File: config.mk
export PLATFORM = sky130hd
export DESIGN_NAME = srt4_divider
export DESIGN_NICKNAME = d
export VERILOG_FILES = /design/src/rtl/srt4_pkg.sv /design/src/rtl/srt4_digit_sel.sv /design/src/rtl/srt4_step.sv /design/src/rtl/srt4_qconv.sv /design/src/rtl/srt4_divider.sv
export SDC_FILE = /design/constraint.sdc
export NUM_CORES = 1
export LEC_CHECK = 0
export ABC_CLOCK_PERIOD_IN_PS = 2090
export BUFFER_PORTS_ARGS = -buffer_cell sky130_fd_sc_hd__clkbuf_2
export CAP_MARGIN = 10
export CORE_UTILIZATION = 39
export CTS_CLUSTER_DIAMETER = 40
export DETAILED_ROUTE_END_ITERATION = 8
export SLEW_MARGIN = 30
export SYNTH_ARGS = -nofsm -noshare
export SYNTH_HDL_FRONTEND = slang
export SYNTH_HIERARCHICAL = 1
export SYNTH_SLANG_ARGS = --single-unit
File: constraint.sdc
create_clock -name clk -period 2.09 [get_ports clk]
set_input_delay 0.1045 -clock clk [delete_from_list [all_inputs] [get_ports clk]]
set_output_delay 0.1045 -clock clk [all_outputs]
set_load 0.03 [all_outputs]
File: src/rtl/srt4_pkg.sv
package srt4_pkg;

  typedef enum logic [1:0] {
    S_IDLE = 2'd0,
    S_RUN  = 2'd1,
    S_FIN  = 2'd2
  } srt_state_t;

  // Signed quotient digit: sign bit, then magnitude 0..2.
  typedef struct packed {
    logic       neg;
    logic [1:0] mag;
  } sdigit_t;

  // Lower bound, in steps of 1/8, that the truncated shifted remainder must
  // reach for digit q to be chosen over q-1. The divisor estimate dh is in
  // steps of 1/16 (range 8..15). The bound is rounded up to the estimate grid.
  function automatic int sel_thr(input int q, input int dh);
    int dsel;
    int num;
    dsel = (q > 0) ? dh + 1 : dh;
    num  = (3 * q - 2) * dsel;
    if (num > 0) return (num + 5) / 6;
    else         return num / 6;
  endfunction

endpackage

File: src/rtl/srt4_digit_sel.sv
module srt4_digit_sel
  import srt4_pkg::*;
(
  input  logic [5:0] p_est,
  input  logic [2:0] d_est,
  output sdigit_t    dig
);

  localparam int NCOL = 8;

  int      pe;
  sdigit_t col [NCOL];

  always_comb pe = int'($signed(p_est));

  // One comparator column for each divisor estimate value.
  for (genvar g = 0; g < NCOL; g++) begin : g_col
    localparam int DH  = 8 + g;
    localparam int M2  = sel_thr(2, DH);
    localparam int M1  = sel_thr(1, DH);
    localparam int M0  = sel_thr(0, DH);
    localparam int MN1 = sel_thr(-1, DH);
    assign col[g] = (pe >= M2)  ? {1'b0, 2'd2} :
                    (pe >= M1)  ? {1'b0, 2'd1} :
                    (pe >= M0)  ? {1'b0, 2'd0} :
                    (pe >= MN1) ? {1'b1, 2'd1} :
                                  {1'b1, 2'd2};
  end

  always_comb dig = col[d_est];

endmodule

File: src/rtl/srt4_step.sv
module srt4_step
  import srt4_pkg::*;
#(
  parameter int N = 8,
  parameter int W = N + 3
) (
  input  logic signed [W-1:0] p,
  input  logic [N-1:0]        d,
  input  sdigit_t             dig,
  output logic signed [W-1:0] diff
);

  logic [W-1:0] mult;

  // Divisor multiple: zero, D, or 2D by a shift.
  always_comb begin
    case (dig.mag)
      2'd1:    mult = W'(d);
      2'd2:    mult = W'({d, 1'b0});
      default: mult = '0;
    endcase
  end

  always_comb begin
    if (dig.neg) diff = p + $signed(mult);
    else         diff = p - $signed(mult);
  end

endmodule

File: src/rtl/srt4_qconv.sv
module srt4_qconv #(
  parameter int N  = 8,
  parameter int K  = (N + 1) / 2,
  parameter int W  = N + 3,
  parameter int QW = 2 * K - 1
) (
  input  logic [K-1:0][2:0]   digs,
  input  logic signed [W-1:0] rem_raw,
  input  logic [N-1:0]        d,
  output logic [QW-1:0]       quot,
  output logic [N-1:0]        rem
);

  logic [2*K-1:0] pos_v;
  logic [2*K-1:0] neg_v;
  logic           fix;

  // Digit i carries weight 4^(K-1-i). Positive and negative digits are
  // split into two plain binary vectors.
  for (genvar i = 0; i < K; i++) begin : g_split
    assign pos_v[2*(K-1-i) +: 2] = digs[i][2] ? 2'b00 : digs[i][1:0];
    assign neg_v[2*(K-1-i) +: 2] = digs[i][2] ? digs[i][1:0] : 2'b00;
  end

  assign fix = rem_raw[W-1];

  // The final result lies in range, so arithmetic modulo the output width is exact.
  always_comb begin
    quot = QW'(pos_v - neg_v - {{(2*K-1){1'b0}}, fix});
    rem  = N'(rem_raw + (fix ? $signed(W'(d)) : $signed(W'(0))));
  end

endmodule

File: src/rtl/srt4_divider.sv
module srt4_divider
  import srt4_pkg::*;
#(
  parameter int N = 8
) (
  input  logic                   clk,
  input  logic                   rst_n,
  input  logic                   start_i,
  input  logic [N-1:0]           dividend_i,
  input  logic [N-1:0]           divisor_i,
  output logic                   busy_o,
  output logic                   done_o,
  output logic                   err_o,
  output logic [2*((N+1)/2)-2:0] quot_o,
  output logic [N-1:0]           rem_o
);

  localparam int K  = (N + 1) / 2;
  localparam int W  = N + 3;
  localparam int QW = 2 * K - 1;
  localparam int CW = (K > 1) ? $clog2(K) : 1;

  // Asynchronous assert, synchronous release.
  logic [1:0] rs_q;
  logic       rst_sn;
  always_ff @(posedge clk or negedge rst_n) begin
    if (!rst_n) rs_q <= 2'b00;
    else        rs_q <= {rs_q[0], 1'b1};
  end
  assign rst_sn = rs_q[1];

  srt_state_t         st_q, st_n;
  logic signed [W-1:0] p_q, p_n, p_diff;
  logic [N-1:0]       d_q;
  logic [CW-1:0]      cnt_q;
  logic [K-1:0][2:0]  digs_q;
  logic [QW-1:0]      quot_q, quot_c;
  logic [N-1:0]       rem_q, rem_c;
  logic               done_q, err_q, err_n;
  logic               load_en, step_en, fin_en, last;
  sdigit_t            dig;

  assign last = (cnt_q == CW'(K - 1));

  srt4_digit_sel u_sel (
    .p_est (p_q[W-1 -: 6]),
    .d_est (d_q[N-2 -: 3]),
    .dig   (dig)
  );

  srt4_step #(.N(N), .W(W)) u_step (
    .p    (p_q),
    .d    (d_q),
    .dig  (dig),
    .diff (p_diff)
  );

  srt4_qconv #(.N(N), .K(K), .W(W), .QW(QW)) u_conv (
    .digs    (digs_q),
    .rem_raw (p_q),
    .d       (d_q),
    .quot    (quot_c),
    .rem     (rem_c)
  );

  // Next-state logic
  always_comb begin
    st_n    = st_q;
    load_en = 1'b0;
    step_en = 1'b0;
    fin_en  = 1'b0;
    err_n   = 1'b0;
    case (st_q)
      S_IDLE: begin
        if (start_i) begin
          if (divisor_i[N-1]) begin
            load_en = 1'b1;
            st_n    = S_RUN;
          end else begin
            err_n = 1'b1;
          end
        end
      end
      S_RUN: begin
        step_en = 1'b1;
        if (last) st_n = S_FIN;
      end
      S_FIN: begin
        fin_en = 1'b1;
        st_n   = S_IDLE;
      end
      default: st_n = S_IDLE;
    endcase
  end

  // Remainder update: shift by four except on the last step, which keeps
  // the unshifted remainder for the conversion stage.
  always_comb begin
    if (load_en)   p_n = $signed({3'b000, dividend_i});
    else if (last) p_n = p_diff;
    else           p_n = {p_diff[W-3:0], 2'b00};
  end

  // Registers
  always_ff @(posedge clk or negedge rst_sn) begin
    if (!rst_sn) begin
      st_q   <= S_IDLE;
      p_q    <= '0;
      d_q    <= '0;
      cnt_q  <= '0;
      digs_q <= '0;
      quot_q <= '0;
      rem_q  <= '0;
      done_q <= 1'b0;
      err_q  <= 1'b0;
    end else begin
      st_q   <= st_n;
      done_q <= fin_en;
      err_q  <= err_n;
      if (load_en || step_en) p_q <= p_n;
      if (load_en) d_q <= divisor_i;
      if (load_en)      cnt_q <= '0;
      else if (step_en) cnt_q <= cnt_q + 1'b1;
      if (step_en) digs_q[cnt_q] <= dig;
      if (fin_en) begin
        quot_q <= quot_c;
        rem_q  <= rem_c;
      end
    end
  end

  assign busy_o = (st_q != S_IDLE);
  assign done_o = done_q;
  assign err_o  = err_q;
  assign quot_o = quot_q;
  assign rem_o  = rem_q;

  // Assertions
  logic signed [W+3:0] pw, p3, d8;
  always_comb begin
    pw = {{4{p_q[W-1]}}, p_q};
    p3 = pw + pw + pw;
    d8 = $signed({{(W+4-N){1'b0}}, d_q}) <<< 3;
  end

  a_r7_rem_bound: assert property (@(posedge clk) disable iff (!rst_sn)
    (st_q == S_RUN) |-> ((p3 <= d8) && (p3 >= -d8)));

  a_r8_digit_range: assert property (@(posedge clk) disable iff (!rst_sn)
    (st_q == S_RUN) |-> ((dig.mag != 2'b11) && !(dig.neg && dig.mag == 2'b00)));

  a_r2_accept: assert property (@(posedge clk) disable iff (!rst_sn)
    (!busy_o && start_i && divisor_i[N-1]) |=> (busy_o && !err_o));

  a_r4_done_pulse: assert property (@(posedge clk) disable iff (!rst_sn)
    done_o |=> !done_o);

  a_r4_hold: assert property (@(posedge clk) disable iff (!rst_sn)
    !done_o |-> ($stable(quot_o) && $stable(rem_o)));

  a_r5_divisor_held: assert property (@(posedge clk) disable iff (!rst_sn)
    ((st_q == S_RUN) && $past(st_q == S_RUN)) |-> $stable(d_q));

  a_r6_refuse: assert property (@(posedge clk) disable iff (!rst_sn)
    (!busy_o && start_i && !divisor_i[N-1]) |=> (err_o && !busy_o && !done_o));

  a_r3_rem_range: assert property (@(posedge clk) disable iff (!rst_sn)
    done_o |-> (rem_o < d_q));

endmodule

# --- Word-level counts from Yosys, hierarchy flattened ---
# Index checks and enable logic that the tools add are counted.
op_classes:
  n_bitwise: 1
  n_lt_le_gt_ge: 22
  muxes: 62
  n_eq_ne: 8
  n_reduce_logical: 6
  addsub: 6
ops:
  columns: ["op", "n"]
  rows:
  - ["2-to-1 mux 3 bit", 25]
  - ["greater-or-equal comparator 6 x 5 -> 1 bit (second input constant)", 8]
  - ["greater-or-equal comparator 6 x 4 -> 1 bit (second input constant)", 6]
  - ["2-to-1 mux 2 bit", 18]
  - ["2-to-1 mux 11 bit", 3]
  - ["greater-or-equal comparator 6 x 3 -> 1 bit (second input constant)", 4]
  - ["case mux 9 bit (2 select lines)", 1]
  - ["bitwise mux 12 bit", 1]
  - ["adder 11 x 10 -> 11 bit", 1]
  - ["subtractor 11 x 10 -> 11 bit", 1]
  - ["2-to-1 mux 1 bit", 10]
  - ["binary-select mux 3 bit (select 3 bit)", 1]
  - ["adder 8 bit", 1]
  - ["2-to-1 mux 8 bit", 1]
  - ["subtractor 7 x 1 -> 7 bit", 1]
  - ["subtractor 7 bit", 1]
  - ["demux 3 bit (select 2 bit)", 1]
  - ["equality test 2 bit (second input constant)", 3]
  - ["greater-or-equal comparator 6 x 2 -> 1 bit (second input constant)", 1]
  - ["!= test 2 bit (second input constant)", 3]
  - ["equality test 2 x 1 -> 1 bit (second input constant)", 2]
  - ["greater-or-equal comparator 4 bit (second input constant)", 1]
  - ["inverter 3 -> 4 bit", 1]
  - ["case mux 2 bit (2 select lines)", 1]
  - ["8 further kinds", 9]
totals:
  input_bits: 19
  word_cells: 118
  output_inout_bits: 18
  ff_bits: 54

# --- Longest topological paths before layout ---
depth:
  depth_word: 14
  ltp_mapped: 24
  depth_no_buf: 22

# --- Modules after synthesis ---
# Netlist, hierarchy kept.
by_module_without_submodules:
  columns: ["module", "n_inst", "seq_area_each_um2", "cells_per_inst", "area_per_inst_um2"]
  rows:
  - ["srt4_divider", 1, 1351.3, 165, 2227.1]
  - ["srt4_step", 1, 0.0, 123, 883.3]
  - ["srt4_qconv", 1, 0.0, 91, 619.3]
  - ["srt4_digit_sel", 1, 0.0, 70, 445.4]

# --- Worst setup path before layout ---
# Ideal clock, no wire load.
synth_timing:
  kind: "register to register"
  startpoint: "reg d_q[4]"
  endpoint: "reg p_q[6]"
  required_time_ns: 1.963
  stages_incl_launch_ff: 21
  path_slack_ns: -2.403
  setup_time_ns: 0.127
  arrival_time_ns: 4.366
  n_path_buf: 2
  synth_period_minus_slack_ns: 4.493
  path_cell_list: "dfrtp_1 > buf_6 > nand2b_2 > a2111oi_0 > a2111oi_2 > a221oi_2 > inv_1 > ha_1 > buf_2 > or2_2 > ha_1 > nand2_1 > o21ai_0 > fa_1 > a21oi_1 > o21ai_0 > o21ai_0 > nand2b_1 > xor2_1 > a211oi_1 > o31ai_1"
synth_rtl:
  columns: ["item", "line_no", "text"]
  rows:
  - ["start: declaration", "srt4_divider.sv:34", "logic [N-1:0] d_q;"]
  - ["start signal: assignment", "srt4_divider.sv:121", "if (load_en) d_q <= divisor_i;"]
  - ["end signal: assignment", "srt4_divider.sv:120", "if (load_en || step_en) p_q <= p_n;"]
  - ["end: declaration", "srt4_divider.sv:33", "logic signed [W-1:0] p_q, p_n, p_diff;"]

==> results.ini <==
[drt]
route.vias.total = 3840
drtPass1Iterations = 4
wl_met1_um = 5310
top_layer = met4
met2_length_um = 5441
drc = 0
wl_um = 11260
drt_iter0_markers = 161
met3WireLength_um = 379
routedWlPerCell_um = 15.62
via_per_inst = 5.326
postRouteAntennaNets = 0

[cts]
htreeDepth = 2
cts_tree = yes
cts_root_buf = clkbuf_8
numCtsBuffers = 5
cts_max_path_buffers = 2
clk_latency_ps = 310
clk_pin_slew_ps = 110
clkSinkCount = 52

[logic_synthesis]
netlist_instances = 445
synth_area_per_cell_sq_um = 9.220
synth_area_sq_um = 4103
synthesis.nets = 497
yosys_warnings = 6

[sta]
fin_crit_ps = 4325
setup_viol = 15
worst_slew_pin_slew_ps = 533.6
timing.fmax_ghz = 0.2312
fin_worst_skew_ps = 13.00
min_period_over_period_pct = 207.0
finalHoldViolCount = 0
slew_violations = 0
setup_ws_ps = -2235
grt_setup_unrepaired = yes
worst_slew_margin_rel_pct = 64.42

[floorplan]
core-area_sq_um = 10280
chipHeight_um = 104.6
num_rows = 37
initial_core_util_pct = 39.92
ios = 37
fp.dieArea_sq_um = 10930
chipWidth_um = 104.6

[setup_path]
critPathSlowestCell = dfrtp_2
crit_buf_inv = 2
critPathKind = flip-flop to flip-flop
cp_max_fo = 5
worst_setup_path_end_kind = flip-flop
cp-start-kind = flip-flop
r2r_start = p_q[7]
critPathMaxStageDelay_ps = 460
crit_family = compound AO/OA/AOI/OAI gates
crit_chain = or2_4 > buf_4 > a311oi_2 > a31oi_1 > o311ai_2 > buf_4 > ha_4 > a22oi_2 > or2_4 > ha_4 > o21ai_4 > o21ai_1 > xnor2_1 > ha_1 > nand2_2 > o21ai_2 > o21ai_2 > nand2b_1 > xor2_2 > a211oi_1 > o31ai_1
cp.required_ps = 2280
cp-startpoint = p_q[7]
worstPathArrival_ps = 4510

[placement]
routabilityCongestion = 0.9469
dp_cells = 690
dp_hpwl_um = 8317
portBuffers = 36

[grt]
grt_max_degree = 23
antenna_found_initial = 0
first_global_vias = 3813
grt_pass1_wl_um = 18260
grt-ovfl-total = 0
grt_use_total_pct = 20.64

[status]
violations = setup timing
status = finished with violations

[min_path]
hp-class = input port to flip-flop
worstHoldStart = divisor_i[4]

[cells_and_area]
diodes = 0
fin_nets = 636
stdcell_count = 721
fin_util_pct = 56.65
drive_gt1_share_pct = 48.72
area_delta_synth_final_pct = 41.90

[flow_run]
maxCapViolations = 0

-- per-stage QoR --
stage / TNS [ps] / instance area (sq um) / worst slack, ps / hold WS [ps]
3_5_place_dp: -23000 / 5152 / -2241 / -103.2
3_3_place_gp: -22600 / 5152 / -2266 / -107.6
5_1_grt: -24010 / 5822 / -2441 / 16.23
6_report: -21430 / 5822 / -2235 / 23.36
4_1_cts: -20860 / 5519 / -2176 / 18.34
2_1_floorplan: -18550 / 4214 / -2012 / -191.1
-- routing by layer --
layer | global-route usage, % | up-vias
met1 | 28.26 | 1882
li1 | - | 1870
met3 | 2.682 | 12
met4 | 5.306 | 0
met2 | 34.25 | 76
met5 | 0 | -
-- repair_timing --
item / CTS / global route
hold buffers: 5 / 0
buffers inserted: 11 / 8
gates resized for setup: 31 / 49
endpoints found under the setup margin: 20 / 24
hold endpoints to repair: 6 / 0
pin swaps: 27 / 37
-- flip-flops by register name (all words and copies together) (netlist names) --
name,flops
p_q,11
digs_q,10
d_q,8
rem_o,8
quot_o,7
cnt_q,2
rs_q,2
st_q,2
done_o,1
err_o,1
-- final timing paths --
| path | end | slack, ps | cells after the start |
|---|---|---|---|
| max in group asynchronous | d_q[4] | 1210 | 1 |
| setup / recovery | p_q[6] | -2240 | 21 |
| hold / removal | d_q[4] | 20 | 2 |
| hold reg to reg | p_q[5] | 210 | 0 |
| min in group asynchronous | rs_q[0] | 130 | 2 |
| setup reg to reg | p_q[6] | -2240 | 21 |
-- cell type report --
cell class,count,area [sq um]
tap,136,170.2
timing repair buffer,156,1134
clock buffer,6,82.58
multi-input combinational,348,3004
fill,936,4456
inverter,21,81.33
sequential,52,1311
clock inverter,2,38.79
-- cells in the final DEF, fill, tap and decap left out, types with 4 or more instances in the layout --
cell,count
and2_1,5
ha_4,9
o21ai_2,4
o21ai_1,5
a211oi_1,7
a21o_1,4
o211ai_1,7
a22oi_1,5
nor2b_1,11
buf_6,8
o31ai_1,7
xor2_1,9
nand2_1,32
a21oi_2,12
dfrtp_2,8
dfrtp_1,44
clkbuf_8,6
o21ai_0,12
nor2_1,27
mux2_2,30
nor3_1,7
clkbuf_2,36
buf_4,105
inv_1,16
or2_2,4
dlygate4sd3_1,5
a21oi_1,18
nand2_2,5
ha_1,20
or2_4,4
xnor2_1,16
Power is left out: the tool's default activity adds up to more than one toggle a clock period on the data nets, which glitch-free logic cannot reach.
